[config.mk]
export PLATFORM = sky130hd
export DESIGN_NAME = iqdac_feed
export DESIGN_NICKNAME = d
export VERILOG_FILES = /design/src/rtl/iqdac_pkg.sv /design/src/rtl/iqdac_seq.sv /design/src/rtl/iqdac_pair_hold.sv /design/src/rtl/iqdac_pins.sv /design/src/rtl/iqdac_feed.sv
export SDC_FILE = /design/constraint.sdc
export NUM_CORES = 1
export LEC_CHECK = 0
export CORE_AREA = 3 3 62 64
export DETAILED_ROUTE_END_ITERATION = 10
export DIE_AREA = 0 0 65 67
export PLACE_DENSITY = 0.74
export SYNTH_ARGS = -nofsm -noshare
export SYNTH_HDL_FRONTEND = slang
export SYNTH_SLANG_ARGS = --single-unit
[constraint.sdc]
create_clock -name clk -period 2.7 [get_ports clk]
set_clock_uncertainty 0.1 [all_clocks]
set_input_delay 0.405 -clock clk [delete_from_list [all_inputs] [get_ports clk]]
set_output_delay 0.405 -clock clk [all_outputs]
set_load 0.03 [all_outputs]
[src/rtl/iqdac_pkg.sv]
package iqdac_pkg;

    typedef enum logic [1:0] {
        ST_HOLD  = 2'd0,
        ST_PRIME = 2'd1,
        ST_RUN   = 2'd2
    } seq_state_e;

    // Position within a four-cycle pair period.
    typedef enum logic [1:0] {
        PH_WR_I = 2'd0,   // update clock high, I strobed
        PH_LD_Q = 2'd1,   // update clock low, Q placed on bus
        PH_WR_Q = 2'd2,   // update clock high, Q strobed
        PH_LD_I = 2'd3    // update clock low, next I placed on bus
    } phase_e;

    typedef struct packed {
        seq_state_e st;
        phase_e     ph;
    } slot_t;

    function automatic phase_e next_phase(input phase_e ph);
        return phase_e'(ph + 2'd1);
    endfunction

    function automatic logic is_high_phase(input phase_e ph);
        return (ph == PH_WR_I) || (ph == PH_WR_Q);
    endfunction

    function automatic logic is_active(input slot_t s);
        return s.st != ST_HOLD;
    endfunction

endpackage

[src/rtl/iqdac_seq.sv]
module iqdac_seq
    import iqdac_pkg::*;
#(
    parameter int unsigned HOLD_CYC = 4
) (
    input  logic  clk,
    input  logic  rst,
    output slot_t slot_nxt,
    output logic  take_o
);
    localparam int unsigned CNT_W = (HOLD_CYC > 2) ? $clog2(HOLD_CYC) : 1;
    localparam logic [CNT_W-1:0] CNT_LAST = CNT_W'(HOLD_CYC - 1);

    slot_t            slot_q;
    logic [CNT_W-1:0] cnt_q;
    logic [CNT_W-1:0] cnt_n;
    logic             take_n;

    initial begin
        if (HOLD_CYC < 2) $error("HOLD_CYC must be at least 2");
    end

    always_comb begin
        slot_nxt = slot_q;
        cnt_n    = cnt_q;
        unique case (slot_q.st)
            ST_HOLD: begin
                if (cnt_q == CNT_LAST) begin
                    slot_nxt.st = ST_PRIME;
                    slot_nxt.ph = PH_LD_I;
                end else begin
                    cnt_n = cnt_q + 1'b1;
                end
            end
            ST_PRIME: begin
                slot_nxt.ph = next_phase(slot_q.ph);
                if (slot_q.ph == PH_WR_Q) slot_nxt.st = ST_RUN;
            end
            default: slot_nxt.ph = next_phase(slot_q.ph);
        endcase
        take_n = is_active(slot_nxt) ? (slot_nxt.ph == PH_WR_Q)
                                     : (cnt_n == CNT_LAST);
    end

    always_ff @(posedge clk) begin
        if (rst) begin
            slot_q <= '{st: ST_HOLD, ph: PH_WR_I};
            cnt_q  <= '0;
            take_o <= 1'b0;
        end else begin
            slot_q <= slot_nxt;
            cnt_q  <= cnt_n;
            take_o <= take_n;
        end
    end

    // a take slot is never followed directly by another
    assert_take_single_R7: assert property (@(posedge clk) disable iff (rst)
        take_o |=> !take_o);

    // once the divider is released the sequencer never re-enters hold
    assert_run_sticky_R6: assert property (@(posedge clk) disable iff (rst)
        (slot_q.st == ST_RUN) |=> (slot_q.st == ST_RUN));

endmodule

[src/rtl/iqdac_pair_hold.sv]
module iqdac_pair_hold #(
    parameter int unsigned DATA_W = 8
) (
    input  logic              clk,
    input  logic              rst,
    input  logic              take,
    input  logic              in_valid,
    input  logic [DATA_W-1:0] in_i,
    input  logic [DATA_W-1:0] in_q,
    output logic [DATA_W-1:0] load_i,
    output logic [DATA_W-1:0] held_q,
    output logic              underrun_o
);
    logic [DATA_W-1:0] held_i;
    logic              accept;

    assign accept = take && in_valid;
    assign load_i = accept ? in_i : held_i;

    always_ff @(posedge clk) begin
        if (rst) begin
            held_i     <= '0;
            held_q     <= '0;
            underrun_o <= 1'b0;
        end else begin
            underrun_o <= take && !in_valid;
            if (accept) begin
                held_i <= in_i;
                held_q <= in_q;
            end
        end
    end

    // underrun is a single-cycle pulse
    assert_underrun_pulse_R8: assert property (@(posedge clk) disable iff (rst)
        underrun_o |=> !underrun_o);

    // a missed slot leaves the repeated pair untouched
    assert_repeat_pair_R8: assert property (@(posedge clk) disable iff (rst)
        underrun_o |-> ($stable(held_i) && $stable(held_q)));

endmodule

[src/rtl/iqdac_pins.sv]
module iqdac_pins
    import iqdac_pkg::*;
#(
    parameter int unsigned DATA_W = 8
) (
    input  logic              clk,
    input  logic              rst,
    input  slot_t             slot_nxt,
    input  logic [DATA_W-1:0] load_i,
    input  logic [DATA_W-1:0] load_q,
    output logic [DATA_W-1:0] data_q,
    output logic              wr_q,
    output logic              chsel_q,
    output logic              uclk_q,
    output logic              drst_q
);
    logic active_n;
    logic high_n;

    assign active_n = is_active(slot_nxt);
    assign high_n   = active_n && is_high_phase(slot_nxt.ph);

    always_ff @(posedge clk) begin
        if (rst) begin
            data_q  <= '0;
            wr_q    <= 1'b0;
            chsel_q <= 1'b0;
            uclk_q  <= 1'b0;
            drst_q  <= 1'b1;
        end else begin
            uclk_q <= high_n;
            wr_q   <= high_n;
            drst_q <= (slot_nxt.st != ST_RUN);
            if (active_n && slot_nxt.ph == PH_LD_I) begin
                data_q  <= load_i;
                chsel_q <= 1'b1;
            end else if (active_n && slot_nxt.ph == PH_LD_Q) begin
                data_q  <= load_q;
                chsel_q <= 1'b0;
            end
        end
    end

    // select moves only while strobe and update clock are both low
    assert_sel_quiet_R3: assert property (@(posedge clk) disable iff (rst)
        !$stable(chsel_q) |-> (!uclk_q && !wr_q));

    // a write strobe never rises ahead of the update clock
    assert_wr_with_clk_R4: assert property (@(posedge clk) disable iff (rst)
        $rose(wr_q) |-> (uclk_q && !$past(uclk_q)));

    // bus data changes only on falling update edges
    assert_data_on_fall_R5: assert property (@(posedge clk) disable iff (rst)
        !$stable(data_q) |-> !uclk_q);

    // update clock high level lasts one system cycle
    assert_half_rate_R5: assert property (@(posedge clk) disable iff (rst)
        uclk_q |=> !uclk_q);

    // divider release happens with the update clock low
    assert_release_low_R6: assert property (@(posedge clk) disable iff (rst)
        $fell(drst_q) |-> !uclk_q);

endmodule

[src/rtl/iqdac_feed.sv]
module iqdac_feed
    import iqdac_pkg::*;
#(
    parameter int unsigned DATA_W   = 8,
    parameter int unsigned HOLD_CYC = 4
) (
    input  logic              clk,
    input  logic              rst,
    input  logic              in_valid,
    input  logic [DATA_W-1:0] in_i,
    input  logic [DATA_W-1:0] in_q,
    output logic              in_ready,
    output logic [DATA_W-1:0] bus_data,
    output logic              bus_wr,
    output logic              bus_chsel,
    output logic              upd_clk,
    output logic              div_rst,
    output logic              underrun
);
    slot_t             slot_nxt;
    logic              take;
    logic [DATA_W-1:0] load_i;
    logic [DATA_W-1:0] held_q;

    assign in_ready = take;

    iqdac_seq #(.HOLD_CYC(HOLD_CYC)) u_seq (
        .clk      (clk),
        .rst      (rst),
        .slot_nxt (slot_nxt),
        .take_o   (take)
    );

    iqdac_pair_hold #(.DATA_W(DATA_W)) u_hold (
        .clk        (clk),
        .rst        (rst),
        .take       (take),
        .in_valid   (in_valid),
        .in_i       (in_i),
        .in_q       (in_q),
        .load_i     (load_i),
        .held_q     (held_q),
        .underrun_o (underrun)
    );

    iqdac_pins #(.DATA_W(DATA_W)) u_pins (
        .clk      (clk),
        .rst      (rst),
        .slot_nxt (slot_nxt),
        .load_i   (load_i),
        .load_q   (held_q),
        .data_q   (bus_data),
        .wr_q     (bus_wr),
        .chsel_q  (bus_chsel),
        .uclk_q   (upd_clk),
        .drst_q   (div_rst)
    );

endmodule

# After elaboration in Yosys (flattened, before gate mapping)

Cells that the tools add are included.

Register bits: 35
Input bits: 19
Output and inout bits: 14
Word-level logic and storage cells: 44

Add/sub/neg operators: 2
Equal/unequal tests: 8
Muxes and demuxes: 12
Reduce and logical (&&, ||, !) cells: 11

Operator list:

| cell                                           | number |
|---|---|
| 2-to-1 mux 8 bit                               | 3 |
| == test 2 bit (second input constant)          | 5 |
| 2-to-1 mux 2 bit                               | 4 |
| logical AND 1 bit                              | 5 |
| adder 2 x 1 -> 2 bit (second input constant)   | 2 |
| == test 2 x 1 -> 1 bit (second input constant) | 2 |
| zero test 2 bit                                | 2 |
| 2-to-1 mux 4 bit                               | 1 |
| case mux 2 bit (2 select lines)                | 1 |
| nonzero test 2 bit                             | 2 |
| 2-to-1 mux 1 bit                               | 3 |
| != test 2 bit (second input constant)          | 1 |
| zero test 1 bit                                | 1 |
| logical OR 1 bit                               | 1 |

# Depth between registers and ports, before layout

Depth in word-level cells: 7
Depth in mapped cells: 6

# Cells and area by module

Synthesis repeated with hierarchy kept, for this count alone.

Cell total of the unflattened synthesis: 163
Area total of the unflattened synthesis: 1625.3 sq um

Modules (own cells, without submodules):

| module          | times used | cells each | area each (sq um) | seq. area each (sq um) |
|---|---|---|---|---|
| iqdac_pair_hold | 1          | 84         | 800.8             | 340.3 |
| iqdac_pins      | 1          | 46         | 523.0             | 220.2 |
| iqdac_seq       | 1          | 33         | 301.5             | 140.1 |

# Worst setup path after synthesis

OpenSTA, ideal clock, no wires.

Path type: register to register
Start: register u_seq.slot_q[0] (netlist bit)
End: register u_seq.take_o
Setup time: 0.070 ns
Data arrival time: 1.607 ns
Setup slack: 0.924 ns
Cell stages (with the launch flop): 7
Path buffers: 2
Path through: dfxtp_1 -> inv_1 -> clkbuf_1 -> ha_1 -> clkbuf_1 -> or3_1 -> a21oi_1

Word-level cells in the longest chain between the ends: 5

RTL lines:

| what                            | line            | text |
|---|---|---|
| start: declaration              | iqdac_seq.sv:14 | `slot_t slot_q;` |
| start signal: assignment        | iqdac_seq.sv:47 | `slot_q <= '{st: ST_HOLD, ph: PH_WR_I};` |
| start signal: assignment        | iqdac_seq.sv:51 | `slot_q <= slot_nxt;` |
| == test 2 bit                   | iqdac_seq.sv:37 | `if (slot_q.ph == PH_WR_Q) slot_nxt.st = ST_RUN;` |
| 2-to-1 mux 2 bit                | iqdac_seq.sv:37 |  |
| case mux 2 bit (2 select lines) | iqdac_seq.sv:26 | `unique case (slot_q.st)` |
| nonzero test 2 bit              | iqdac_pkg.sv:31 | `return s.st != ST_HOLD;` |
| 2-to-1 mux 1 bit *              | iqdac_seq.sv:41 | `take_n = is_active(slot_nxt) ? (slot_nxt.ph == PH_WR_Q)` |
| end signal: assignment          | iqdac_seq.sv:53 | `take_o <= take_n;` |
| end: declaration                | iqdac_seq.sv:9  | `output logic take_o` |

Mark *: on every way between the ends. The rest lies on a longest branch, timed or not.
A chain may end at the register's enable or synchronous reset.

# Worst setup path in the final report

Start: register u_seq.take_o
End: output port in_ready

RTL lines:

| what             | line             | text |
|---|---|---|
| end: declaration | iqdac_feed.sv:12 | `output logic in_ready,` |

No word-level cell between the ends.

==> impl_metrics.tcl <==
set metrics [dict create \
    clk_path_buf_depth 2 \
    ys_types 35 \
    cts_tree "yes" \
    drtIter0Drc 188 \
    hpwl_um 2470 \
    ctsResizeCount 0 \
    required_ns 2.19 \
    syn-num-nets 203 \
    antennaDiodeCount 0 \
    grt_max_degree 52 \
    layout_common_cells "35 x dfxtp_1, 32 x clkdlybuf4s50_1, 18 x nand2_1, 16 x nor2b_1, 12 x a21oi_1" \
    rrSetupSlack_ns 0.78 \
    fin_setup_tns_ns 0 \
    hold_buffers 0 \
    crit_path_max_incr_delay_ns 0.70 \
    drc 0 \
    syn_inst 183 \
    drt-vias-per-instance 5.42 \
    post-route-period-util 0.771 \
    cts_buffers 5 \
    synth-async-reset-ratio 0 \
    cp-end-kind "output pin" \
    finalWeightedCongestion 0.771 \
    worst_slew_pin_slew_ns 0.506 \
    grt_use_total 0.173 \
    htreeDepth 2 \
    syn_avg_cell_area_um2 8.95 \
    fin_nets 228 \
    status "finished, final reports clean" \
    max_freq_ghz 0.481 \
    die_h_um 67 \
    grt_overflow 0 \
    postSynthRegisterBits 35 \
    num_rows 21 \
    power.total_mw 1.16 \
    min_period_ns 2.08 \
    slowest_stage "clkdlybuf4s50_1" \
    finalMaxSlewViolations 0 \
    setup_viol 0 \
    critical_path_class "reg -> out" \
    num_vias 1383 \
    grt_pass1_wl_um 5820 \
    fill_cells 319 \
    antenna_found_initial 0 \
    rsz0062_at_grt "no" \
    synthTopCellsByArea "dfxtp_1 43%, nor2b_1 6.1%, o21ba_2 4.9%" \
    synth_edf_count 0 \
    irDropWorstVdd_mv 0.378 \
    min_from "u_hold.held_q[0]" \
    hold_path_depth 2 \
    synthesis.area_um2 1640 \
    max_cap_viol_count 0 \
    cp.arrival_ns 1.58 \
    synth_top_area_share 0.428 \
    syn_to_final_growth_pct 24.1 \
    final_common_cell "dfxtp_1" \
    coreArea_um2 3340 \
    dieArea_um2 4360 \
    hold_end "u_hold.held_q[0]" \
    cts.reportedPaths.clkPinSlew_ns 0.11 \
    cp_cell_sequence "buf_4 -> clkdlybuf4s50_1" \
    cts_setup_buffers 0 \
    clock-sinks 35 \
    reg2reg_depth 4 \
    reg2reg_from "u_seq.slot_q[0]" \
    ant_nets 0 \
    insertion_delay_ns 0.34 \
    totalWireLength_um 3510 \
    start_kind "register" \
    power_leakage_nw 0.698 \
    grt_pass1_vias 1260 \
    layout-drive-gt1-share 0.110 \
    yosysWarnings 0 \
    ios 33 \
    yosys_most_used_dff "dfxtp_1" \
    root_buffer "clkbuf_4" \
    port_buffers 32 \
    ys_seq_area_frac 0.428 \
    start_util 0.491 \
    holdCritPathClass "reg -> reg" \
    wl_per_cell_um 13.8 \
    relSlewSlack 0.661 \
    synth_area_leader_cell "dfxtp_1" \
    fp.dieW_um 65 \
    drtPass1Iterations 4 \
    reg2reg_to "u_pins.data_q[1]" \
    hold_viol 0 \
    power_density_nw_per_um2 570 \
    crit_path_max_fanout 20 \
]
report_power, final:
| part | total, mW | leakage, nW | switching, mW | internal (mW) |
|---|---|---|---|---|
| combinational | 0.202 | 0.366 | 0.118 | 0.0839 |
| clock | 0.398 | 0.0482 | 0.179 | 0.219 |
| sequential | 0.560 | 0.284 | 0.0204 | 0.540 |
routing by layer:
layer / GRT usage / vias to the layer above / part of all wire
met2: 0.280 / 35 / 0.48
met4: 0.0528 / 0 / 0.012
li1: - / 713 / -
met5: 0 / - / 0
met3: 0.0556 / 6 / 0.054
met1: 0.219 / 629 / 0.45
how the worst max path moves through the flow:
stage,start,to,slack (ns),depth (start not counted)
floorplan,u_seq.slot_q[0],u_seq.take_o,0.92,6
global placement,in_valid,u_pins.data_q[4],0.68,4
detailed placement,in_valid,u_pins.data_q[1],0.54,4
CTS,u_seq.take_o,in_ready,0.60,2
global route,u_seq.take_o,in_ready,0.56,2
finish,u_seq.take_o,in_ready,0.62,2
final cells by class:
type / instances / area [um2] / area share
multi-input combinational: 129 / 838 / 0.412
sequential: 35 / 701 / 0.345
timing repair buffer: 35 / 343 / 0.169
tap: 46 / 57.6 / 0.0283
clock buffer: 6 / 51.3 / 0.0252
clock inverter: 2 / 35.0 / 0.0172
inverter: 2 / 7.51 / 0.00369
through the flow:
stage	instances	hold slack [ns]	area, um2	util	setup slack, ns
6_report	255	0.358	2030	0.609	0.619
5_1_grt	255	0.394	2030	0.609	0.559
4_1_cts	255	0.361	2030	0.609	0.604
3_5_place_dp	247	0.347	1950	0.583	0.537
3_3_place_gp	247	0.343	1950	0.583	0.677
2_1_floorplan	183	0.332	1640	-	0.924
logic make-up after synthesis:
family,count (synthesis),synth area share
DFF,35,0.428
adders and majority gates,1,0.00764
AOI/OAI and AO/OA,62,0.284
and+or+nand+nor,65,0.214
muxes,1,0.00611
buffers and inverters,19,0.0603
sequential cells by signal (all words and copies together) (netlist names):
register and cells:
u_seq.take_o 1, u_hold.held_q 8, u_seq.cnt_q 2, u_hold.held_i 8, u_pins.chsel_q 1, u_seq.slot_q 4, u_hold.underrun_o 1, u_pins.drst_q 1
u_pins.data_q 8, u_pins.uclk_q 1
worst max-delay path, delay by kind of cell, from the launching register on:
kind	cells	cell delay [ns]
buf+inv	2	0.90
flops	1	0.34
synthesized netlist by cell type, types with 2 or more instances:
cell / n
nor2_1: 6
nor2b_1: 16
buf_2: 3
and3_1: 8
o21ai_0: 10
nor3b_1: 2
o311ai_0: 7
buf_4: 2
nand2_1: 18
a211oi_1: 2
dfxtp_1: 35
o21ba_2: 8
buf_6: 2
o211ai_1: 8
a21boi_0: 8
a21oi_1: 12
nand4_1: 8
a211o_1: 2
inv_1: 2
clkbuf_1: 9
Power figures use the tool's default switching activity.
